--- src/rtl/iseq_pkg.sv ---
package iseq_pkg;

  typedef enum logic [2:0] {
    K_SKIP  = 3'd0,
    K_READ  = 3'd1,
    K_WRITE = 3'd2,
    K_BURST = 3'd3,
    K_BLOCK = 3'd4
  } kind_e;

  typedef enum logic [3:0] {
    S_IDLE = 4'd0,
    S_F0   = 4'd1,
    S_F1   = 4'd2,
    S_F2   = 4'd3,
    S_DISP = 4'd4,
    S_BUS  = 4'd5,
    S_DRD  = 4'd6,
    S_DLAT = 4'd7,
    S_BWR  = 4'd8,
    S_DMA  = 4'd9,
    S_NEXT = 4'd10,
    S_DONE = 4'd11
  } state_e;

  // Decoded view of one two-word entry
  typedef struct packed {
    kind_e        kind;
    logic         ind;
    logic         zero;
    logic         bad;
    logic [23:0]  tgt;
    logic [31:0]  val;
    logic [15:0]  doff;
    logic [31:0]  len;
  } dec_t;

  localparam logic [7:0] OPC_READ   = 8'd1;
  localparam logic [7:0] OPC_WRITE  = 8'd2;
  localparam logic [7:0] OPC_WRITEI = 8'd3;
  localparam logic [7:0] OPC_BURST  = 8'd4;
  localparam logic [7:0] OPC_BURSTI = 8'd5;
  localparam logic [7:0] OPC_FILL   = 8'd6;
  localparam logic [7:0] OPC_PACKED = 8'd7;
  localparam logic [7:0] OPC_COPY   = 8'd8;

endpackage

--- src/rtl/iseq_decode.sv ---
// Pure decode of a fetched entry. Oversized block transfers and
// unsupported opcodes are folded into a single skip-with-error class.
module iseq_decode #(
  parameter int BUF_BYTES = 4096
) (
  input  logic [31:0]    w0,
  input  logic [31:0]    w1,
  output iseq_pkg::dec_t dec
);
  import iseq_pkg::*;

  localparam logic [33:0] BUF_LIM = 34'(BUF_BYTES);

  dec_t raw;

  always_comb begin
    raw      = '0;
    raw.kind = K_SKIP;
    raw.tgt  = w0[31:8];
    raw.val  = w1;
    raw.doff = w1[15:0];
    unique case (w0[7:0])
      OPC_READ:   raw.kind = K_READ;
      OPC_WRITE:  raw.kind = K_WRITE;
      OPC_WRITEI: begin raw.kind = K_WRITE; raw.ind = 1'b1; end
      OPC_BURST:  begin raw.kind = K_BURST; raw.len = {16'd0, w1[31:16]}; end
      OPC_BURSTI: begin
        raw.kind = K_BURST;
        raw.ind  = 1'b1;
        raw.len  = {16'd0, w1[31:16]};
      end
      OPC_FILL:   begin raw.kind = K_BLOCK; raw.zero = 1'b1; raw.len = w1; end
      OPC_COPY:   begin raw.kind = K_BLOCK; raw.len = {16'd0, w1[31:16]}; end
      default:    raw.bad = 1'b1;   // includes the compressed-payload opcode
    endcase
  end

  // staging buffer size check, done before any descriptor leaves
  always_comb begin
    dec = raw;
    if (raw.kind == K_BLOCK && ({raw.len, 2'b00} > BUF_LIM)) begin
      dec.kind = K_SKIP;
      dec.bad  = 1'b1;
    end
  end

endmodule

--- src/rtl/iseq_span.sv ---
// Chunk walker for block transfers: remaining words and byte offset.
module iseq_span #(
  parameter int CHUNK_MAX = 256,
  parameter int BUS_AW    = 32,
  localparam int CHUNK_W  = $clog2(CHUNK_MAX + 1)
) (
  input  logic               clk,
  input  logic               rst_n,
  input  logic               load,
  input  logic               adv,
  input  logic [31:0]        len_in,
  output logic [CHUNK_W-1:0] cur_len,
  output logic [BUS_AW-1:0]  off,
  output logic               last
);
  localparam logic [31:0]        MAX32 = 32'(CHUNK_MAX);
  localparam logic [CHUNK_W-1:0] MAXC  = CHUNK_W'(CHUNK_MAX);

  logic [31:0]       rem_q, rem_d;
  logic [BUS_AW-1:0] off_q, off_d;
  logic              en;

  // descriptor size is the smaller of the remainder and the limit
  assign cur_len = (rem_q > MAX32) ? MAXC : rem_q[CHUNK_W-1:0];
  assign last    = (rem_q <= MAX32);
  assign off     = off_q;
  assign en      = load | adv;

  always_comb begin
    rem_d = rem_q;
    off_d = off_q;
    if (load) begin
      rem_d = len_in;
      off_d = '0;
    end else if (adv) begin
      rem_d = rem_q - 32'(cur_len);
      off_d = off_q + (BUS_AW'(cur_len) << 2);
    end
  end

  always_ff @(posedge clk or negedge rst_n) begin
    if (!rst_n) begin
      rem_q <= '0;
      off_q <= '0;
    end else if (en) begin
      rem_q <= rem_d;
      off_q <= off_d;
    end
  end

endmodule

--- src/rtl/init_cmd_seq.sv ---
// Table-driven register init sequencer (top).
module init_cmd_seq #(
  parameter int IDX_W     = 8,
  parameter int DAT_AW    = 16,
  parameter int BUS_AW    = 32,
  parameter int CHUNK_MAX = 256,
  parameter int BUF_BYTES = 4096,
  localparam int CMD_AW   = IDX_W + 1,
  localparam int CHUNK_W  = $clog2(CHUNK_MAX + 1)
) (
  input  logic               clk,
  input  logic               rst_n,
  input  logic               start,
  input  logic [IDX_W-1:0]   start_idx,
  input  logic [IDX_W-1:0]   end_idx,
  output logic               done,
  output logic               err,
  output logic               cmd_rd,
  output logic [CMD_AW-1:0]  cmd_addr,
  input  logic [31:0]        cmd_rdata,
  output logic               dat_rd,
  output logic [DAT_AW-1:0]  dat_addr,
  input  logic [31:0]        dat_rdata,
  output logic               bus_req,
  output logic               bus_we,
  output logic               bus_ind,
  output logic [BUS_AW-1:0]  bus_addr,
  output logic [31:0]        bus_wdata,
  input  logic               bus_ack,
  output logic               dma_req,
  output logic               dma_zero,
  output logic [BUS_AW-1:0]  dma_src,
  output logic [BUS_AW-1:0]  dma_dst,
  output logic [CHUNK_W-1:0] dma_len,
  input  logic               dma_ack
);
  import iseq_pkg::*;

  localparam logic [IDX_W-1:0] IDX_ONE = IDX_W'(1);

  state_e            state_q, state_d;
  logic [IDX_W-1:0]  idx_q, idx_d, end_q;
  logic              idx_en, end_en;
  logic [31:0]       w0_q, w1_q, wd_q;
  logic              w0_en, w1_en, wd_en;
  logic [15:0]       cnt_q, cnt_d;
  logic              cnt_en;
  logic              err_q, err_d, err_en;
  logic              span_load, span_adv, span_last;
  logic [CHUNK_W-1:0] span_len;
  logic [BUS_AW-1:0] span_off;
  dec_t              dec;

  iseq_decode #(.BUF_BYTES(BUF_BYTES)) u_dec (
    .w0  (w0_q),
    .w1  (w1_q),
    .dec (dec)
  );

  iseq_span #(.CHUNK_MAX(CHUNK_MAX), .BUS_AW(BUS_AW)) u_span (
    .clk     (clk),
    .rst_n   (rst_n),
    .load    (span_load),
    .adv     (span_adv),
    .len_in  (dec.len),
    .cur_len (span_len),
    .off     (span_off),
    .last    (span_last)
  );

  // Next-state logic
  always_comb begin
    state_d   = state_q;
    idx_en    = 1'b0;
    idx_d     = idx_q;
    end_en    = 1'b0;
    cnt_en    = 1'b0;
    cnt_d     = cnt_q;
    err_en    = 1'b0;
    err_d     = err_q;
    span_load = 1'b0;
    span_adv  = 1'b0;
    unique case (state_q)
      S_IDLE: begin
        if (start) begin                      // only sampled here
          idx_en  = 1'b1;
          idx_d   = start_idx;
          end_en  = 1'b1;
          err_en  = 1'b1;                     // start clears the error
          err_d   = 1'b0;
          state_d = (start_idx == end_idx) ? S_DONE : S_F0;
        end
      end
      S_F0: state_d = S_F1;
      S_F1: state_d = S_F2;
      S_F2: state_d = S_DISP;
      S_DISP: begin
        cnt_en = 1'b1;
        cnt_d  = '0;
        if (dec.bad) begin
          err_en  = 1'b1;
          err_d   = 1'b1;
          state_d = S_NEXT;
        end else begin
          unique case (dec.kind)
            K_READ, K_WRITE: state_d = S_BUS;
            K_BURST: state_d = (dec.len == '0) ? S_NEXT : S_DRD;
            K_BLOCK: begin
              span_load = 1'b1;
              state_d   = (dec.len == '0) ? S_NEXT : S_DMA;
            end
            default: state_d = S_NEXT;
          endcase
        end
      end
      S_BUS: if (bus_ack) state_d = S_NEXT;
      S_DRD: state_d = S_DLAT;
      S_DLAT: state_d = S_BWR;
      S_BWR: begin
        if (bus_ack) begin
          if ((cnt_q + 16'd1) == dec.len[15:0]) begin
            state_d = S_NEXT;
          end else begin
            cnt_en  = 1'b1;
            cnt_d   = cnt_q + 16'd1;
            state_d = S_DRD;
          end
        end
      end
      S_DMA: begin
        if (dma_ack) begin
          span_adv = 1'b1;
          if (span_last) state_d = S_NEXT;
        end
      end
      S_NEXT: begin
        idx_en  = 1'b1;
        idx_d   = idx_q + IDX_ONE;
        state_d = ((idx_q + IDX_ONE) == end_q) ? S_DONE : S_F0;
      end
      S_DONE: state_d = S_IDLE;
      default: state_d = S_IDLE;
    endcase
  end

  assign w0_en = (state_q == S_F1);
  assign w1_en = (state_q == S_F2);
  assign wd_en = (state_q == S_DLAT);

  // Registers
  always_ff @(posedge clk or negedge rst_n) begin
    if (!rst_n) begin
      state_q <= S_IDLE;
      idx_q   <= '0;
      end_q   <= '0;
      w0_q    <= '0;
      w1_q    <= '0;
      wd_q    <= '0;
      cnt_q   <= '0;
      err_q   <= 1'b0;
    end else begin
      state_q <= state_d;
      if (idx_en) idx_q <= idx_d;
      if (end_en) end_q <= end_idx;
      if (w0_en)  w0_q  <= cmd_rdata;
      if (w1_en)  w1_q  <= cmd_rdata;
      if (wd_en)  wd_q  <= dat_rdata;
      if (cnt_en) cnt_q <= cnt_d;
      if (err_en) err_q <= err_d;
    end
  end

  // Outputs, all driven from registered state (R9 stability)
  assign done     = (state_q == S_DONE);
  assign err      = err_q;

  assign cmd_rd   = (state_q == S_F0) || (state_q == S_F1);
  assign cmd_addr = {idx_q, (state_q == S_F1)};

  assign dat_rd   = (state_q == S_DRD);
  assign dat_addr = DAT_AW'(dec.doff) + DAT_AW'(cnt_q);

  assign bus_req   = (state_q == S_BUS) || (state_q == S_BWR);
  assign bus_we    = (state_q == S_BWR) || (dec.kind == K_WRITE);
  assign bus_ind   = dec.ind;
  assign bus_addr  = (state_q == S_BWR) ?
                     (BUS_AW'(dec.tgt) + (BUS_AW'(cnt_q) << 2)) :
                     BUS_AW'(dec.tgt);
  assign bus_wdata = (state_q == S_BWR) ? wd_q : dec.val;

  assign dma_req  = (state_q == S_DMA);
  assign dma_zero = dec.zero;
  assign dma_src  = dec.zero ? span_off :
                    ((BUS_AW'(dec.doff) << 2) + span_off);
  assign dma_dst  = BUS_AW'(dec.tgt) + span_off;
  assign dma_len  = span_len;

endmodule

--- config.mk ---
export PLATFORM = sky130hd
export DESIGN_NAME = init_cmd_seq
export DESIGN_NICKNAME = d
export VERILOG_FILES = /design/src/rtl/iseq_pkg.sv /design/src/rtl/iseq_decode.sv /design/src/rtl/iseq_span.sv /design/src/rtl/init_cmd_seq.sv
export SDC_FILE = /design/constraint.sdc
export NUM_CORES = 1
export LEC_CHECK = 0
export BUFFER_PORTS_ARGS = -buffer_cell sky130_fd_sc_hd__buf_4
export CAP_MARGIN = 10
export CORE_AREA = 2 2 182 184
export CTS_CLUSTER_SIZE = 10
export DETAILED_ROUTE_END_ITERATION = 10
export DIE_AREA = 0 0 184 186
export HOLD_SLACK_MARGIN = 0.08
export PLACE_DENSITY = 0.69
export SLEW_MARGIN = 10
export SYNTH_ARGS = -nofsm -noshare
export SYNTH_HDL_FRONTEND = slang
export SYNTH_SLANG_ARGS = --single-unit
--- constraint.sdc ---
create_clock -name clk -period 4.2 [get_ports clk]
set_clock_uncertainty 0.05 [all_clocks]
set_input_delay 0.63 -clock clk [delete_from_list [all_inputs] [get_ports clk]]
set_output_delay 0.63 -clock clk [all_outputs]
set_load 0.1 [all_outputs]
==> reports/metrics.cfg, run 1 <==
[critical_path]
crit_type = reg -> out
r2r_cells = 15
cpPeakStageDelay_ns = 0.36
path_max_fanout = 7
worstPathRequired_ns = 3.52
crit_path_cell_trace = ha_1 > inv_1 > fa_2 > nor2b_1 > o31a_1 > o211ai_1 > a311oi_2 > o21ai_1 > a21boi_1 > a31oi_1 > buf_4 > nand2b_1 > xnor2_2 > buf_8
rrSetupSlack_ns = 0.13
arrival_ns = 3.42
r2r-start = u_span.rem_q[27]
r2r-end = u_span.off[26]
crit_path_end = dma_src[24]
cp-startpoint = w1_q[0]
cp_slowest_cell = dfrtp_1
timing.critical_path.to_type = primary output
start_kind = flop

[yosys]
synth-xor-area-share_pct = 9.52
synth-seq-area-share_pct = 33.9
synth_top_family_by_area = simple AND/OR/NAND/NOR gates
ys.warnings.count = 0
yosys.area_share.simple_pct = 21.3
synth_area_per_cell_um2 = 8.82
async_flop_share_pct = 100
yosysTopAreaCell = dfrtp_1
synth_flop_cell = dfrtp_1
ys_types = 93
synthMuxAreaShare_pct = 7.56
synth_seq_cells = 195
synth_compound_area_share_pct = 16.3
synth_edf_count = 0
synthAdderAreaFrac_pct = 7.59
synth_area_leaders = dfrtp_1, mux2_2, ha_1
synth_top_area_share_pct = 33.9
syn-cell-area_um2 = 14400
syn_inst = 1633

[finish]
final_cell_mix = buf_4, nand2_1, dfrtp_1, nor2_1, mux2_2
fin_cells = 2329
final_nets = 2078
final_common_cell = buf_4
area_growth_pct = 28.4
drive_above_1_share_pct = 31.7
diodes = 0

[global_route]
grt.overflow.total = 0
grt_pass1_vias = 13049
antenna_found_initial = 1
grt_start_max_net_pins = 100
grt_usage_pct = 27.9
grt_pass1_wl_um = 73400

[placed_design]
portBuffers = 246
globalplace.congestion = 0.960
placed_cells = 2282
dp_hpwl_um = 37000

[floorplan]
die_area_um2 = 34200
num_rows = 66
die_h_um = 186
io_pins = 256
start_util_pct = 44.7
die_x_um = 184
core_area_um2 = 32200

[clock_tree]
tritoncts = built
htreeDepth = 4
numClockSinks = 195
clk_latency_ns = 0.47
cts_hold_buffers = 0
cts_buffer_depth = 2
root_buffer = clkbuf_16
cts-buffers-inserted = 17
clk_pin_slew_worst_paths_ns = 0.08

[flow_run]
drv_cap = 0

[hold_path]
min_path_type = in -> async

[timing]
setup_viol = 0
hold_viol_final = 0
max_freq_mhz = 244
max_slew_margin_pct = 40.9
rsz0062_at_grt = true
post-route-min-period_ns = 4.10
drv_slew = 0
post-route-period-util_pct = 97.7
worst_pin_slew_ns = 0.887
hold_ws_ns = 0.177
fin_tns_setup_ns = 0

[detailed_routing]
drt-total-wl_um = 48100
dr.pass1.iters = 5
drt-initial-drc-count = 1136
final_antenna_net_count = 0
vias_per_cell = 5.89
drcViolationCount = 0
vias = 13717
wl_per_cell_um = 20.6

[status]
status = finished clean

[state kept, by name (all words and copies together) (netlist names)]
name / count
cnt_q: 16
idx_q: 8
u_span.off: 30
wd_q: 32
end_q: 8
state_q: 4
err: 1
w1_q: 32
u_span.rem_q: 32
w0_q: 32
[routing by layer]
metal  vias up  global-route usage [%]  share of wire [%]
met5         -                       0                  0
met4         0                    7.97                2.1
met2       598                    44.7                 46
met1      6674                    38.5                 44
li1       6371                       -                  -
met3        74                    5.44                7.9
[how the worst min path moves through the flow]
stage | end | slack [ns] | depth (start not counted)
detailed placement | end_q[7] | 0.43 | 2
global placement | end_q[5] | 0.43 | 2
finish | u_span.rem_q[22] | 0.18 | 1
floorplan | cnt_q[0] | 0.28 | 0
CTS | u_span.rem_q[17] | 0.24 | 1
global route | u_span.rem_q[24] | 0.26 | 1
[timing repair]
action / in CTS / in global routing
gates resized for setup: 45 / 67
setup endpoints to repair: 31 / 41
pin swaps: 4 / 21
buffers inserted: 4 / 12
[final cells by class]
type	instances	area, µm²
fillers	2846	13700
clock buffers	17	425
repair buffers	339	2720
clock inverters	15	200
flip-flops and latches	195	4890
multi-input cells	1323	9640
inverters	32	120
well taps	408	510
[kinds of logic after synthesis]
group,after synthesis
AO/OA/AOI/OAI,347
XOR/XNOR,155
adder cells (fa/ha/maj),85
buffers and inverters,123
flip-flops,195
multiplexers,97
other,2
AND/OR/NAND/NOR,629
[metrics by stage]
| step | setup slack (ns) | util, % | area, µm² |
|---|---|---|---|
| 6_report | 0.0966 | 57.5 | 18500 |
| 4_1_cts | 0.0117 | 56.2 | 18100 |
| 3_3_place_gp | 0.0887 | 53.7 | 17300 |
| 5_1_grt | -0.0798 | 57.5 | 18500 |
| 2_1_floorplan | -0.660 | - | 14700 |
| 3_5_place_dp | -0.0404 | 53.7 | 17300 |
[synth_stat cells (11+ instances only)]
master / n
o211ai_1: 18
nand2b_1: 20
ha_1: 81
or3_1: 18
xnor2_1: 85
o21a_1: 19
nor2_1: 125
mux2_2: 94
o31ai_1: 15
nand2_1: 235
clkbuf_1: 59
or4_1: 11
a21o_1: 14
and2_1: 12
inv_1: 31
nand4_1: 13
xor2_1: 69
buf_4: 17
nand3_1: 52
nor2b_1: 13
and3_1: 23
dfrtp_1: 195
nor4_1: 21
o21ai_0: 93
a21oi_1: 66
nor3_1: 45
[worst max-delay path: cells and delay by family, from the launching register on]
kind	cells	cell delay (ns)
adders and majority gates	2	0.54
and+or+nand+nor	2	0.37
AOI/OAI and AO/OA	6	1.03
buffers and inverters	3	0.49
DFF	1	0.36
xor gates and xnor gates	1	0.17
Power of run 1 is left out: the tool's default activity adds up to more than one toggle a clock period on the data nets, which glitch-free logic cannot reach.
==> run 2: changes to the inputs <==
--- a/config.mk
+++ b/config.mk
@@ -7,10 +7,10 @@
 export LEC_CHECK = 0
 export BUFFER_PORTS_ARGS = -buffer_cell sky130_fd_sc_hd__buf_4
 export CAP_MARGIN = 10
-export CORE_AREA = 2 2 182 184
+export CORE_AREA = 2 2 192 175
 export CTS_CLUSTER_SIZE = 10
 export DETAILED_ROUTE_END_ITERATION = 10
-export DIE_AREA = 0 0 184 186
+export DIE_AREA = 0 0 194 177
 export HOLD_SLACK_MARGIN = 0.08
 export PLACE_DENSITY = 0.69
 export SLEW_MARGIN = 10
==> reports/metrics.cfg, run 2 (synthesized netlist as in run 1, its figures left out) <==
[timing]
hold_viol_final = 0
setup_viol = 0
worst_pin_slew_ns = 0.888
max_slew_margin_pct = 40.2
drv_slew = 0
rsz0062_at_grt = true
max_freq_mhz = 242
post-route-period-util_pct = 98.2
post-route-min-period_ns = 4.13

[hold_path]
min_path_type = in -> async

[critical_path]
crit_type = reg -> out
start_kind = flop
arrival_ns = 3.45
timing.critical_path.to_type = primary output
path_max_fanout = 7
worstPathRequired_ns = 3.52
r2r-start = u_span.rem_q[27]
cp-startpoint = w1_q[0]

[finish]
final_common_cell = buf_4
diodes = 0
final_nets = 2076
design_area_um2 = 18500
drive_above_1_share_pct = 31.7
area_growth_pct = 28.2
final_cell_mix = buf_4, nand2_1, dfrtp_1, nor2_1, mux2_2

[placed_design]
portBuffers = 246
dp_hpwl_um = 36300
globalplace.congestion = 0.934
place_area_um2 = 17200

[clock_tree]
cts_hold_buffers = 0
clk_latency_ns = 0.46
tritoncts = built
cts-buffers-inserted = 17
clk_pin_slew_worst_paths_ns = 0.07
numClockSinks = 195
root_buffer = clkbuf_16
htreeDepth = 4
cts_buffer_depth = 2

[global_route]
grt_pass1_wl_um = 73400
grt_usage_pct = 27.3
antenna_found_initial = 1
grt_pass1_vias = 13014
grt.overflow.total = 0
grt_start_max_net_pins = 86

[detailed_routing]
dr.pass1.iters = 8
drt-initial-drc-count = 1338
drcViolationCount = 0
final_antenna_net_count = 0
drt-total-wl_um = 48000
wl_per_cell_um = 20.5
vias_per_cell = 5.87
vias = 13730

[floorplan]
die_x_um = 194
start_util_pct = 44.4
io_pins = 256
core_area_um2 = 32500
die_area_um2 = 34300
num_rows = 63
die_h_um = 177

[status]
status = finished clean

[flow_run]
drv_cap = 0

-- run 2: final timing paths --
kind                                     to  slack, ns  depth (start not counted)
max                             dma_src[24]       0.07                         14
min in group clk                   end_q[6]       0.32                          3
max reg2reg                  u_span.off[29]       0.11                         16
min                        u_span.rem_q[19]       0.17                          1
min reg2reg                        end_q[4]       0.45                          2
max in group asynchronous     u_span.off[5]       2.96                          2
-- run 2: routing by layer --
metal  up-vias  wire (µm)  track usage (%)
li1       6383          -                -
met1      6649      20800             37.4
met2       608      21100             41.3
met3        90       4820             8.27
met4         0       1260             8.59
met5         -          0                0
-- run 2: cell type report --
cell class | instances | area [µm²]
clock inverters | 13 | 119
clock buffers | 19 | 453
multi-input cells | 1323 | 9670
repair buffers | 337 | 2680
inverters | 32 | 121
flip-flops and latches | 195 | 4890
fillers | 2909 | 14000
well taps | 422 | 528
-- run 2: critical path, stage by stage (launching register included) --
cell and delay [ns]:
dfrtp_1 0.36, ha_2 0.19, inv_2 0.04, fa_2 0.34, nor2b_2 0.15, o31a_1 0.19
o211ai_1 0.14, a311oi_2 0.36, o21ai_1 0.14, a21boi_1 0.19, a31oi_1 0.11, buf_4 0.20
nand2b_4 0.16, xnor2_2 0.17, buf_6 0.25
-- run 2: what timing repair did --
| action | in CTS | in global routing |
|---|---|---|
| pin swaps | 2 | 26 |
| cloned | 0 | 0 |
| resized for setup | 35 | 77 |
| setup endpoints to repair | 31 | 45 |
| buffers inserted | 1 | 23 |
-- run 2: per-stage QoR --
| step | cells | setup slack [ns] | util, % | hold WS [ns] | TNS [ns] |
|---|---|---|---|---|---|
| 4_1_cts | 2318 | 0.000257 | 55.2 | 0.195 | 0 |
| 5_1_grt | 2341 | -0.108 | 56.9 | 0.220 | -0.735 |
| 3_3_place_gp | 2285 | 0.0897 | 53.0 | 0.431 | 0 |
| 6_report | 2341 | 0.0741 | 56.9 | 0.166 | 0 |
| 3_5_place_dp | 2285 | 0.0529 | 53.0 | 0.435 | 0 |
| 2_1_floorplan | 1641 | -0.660 | - | 0.284 | -1.71 |
Power of run 2 is left out for the same reason.
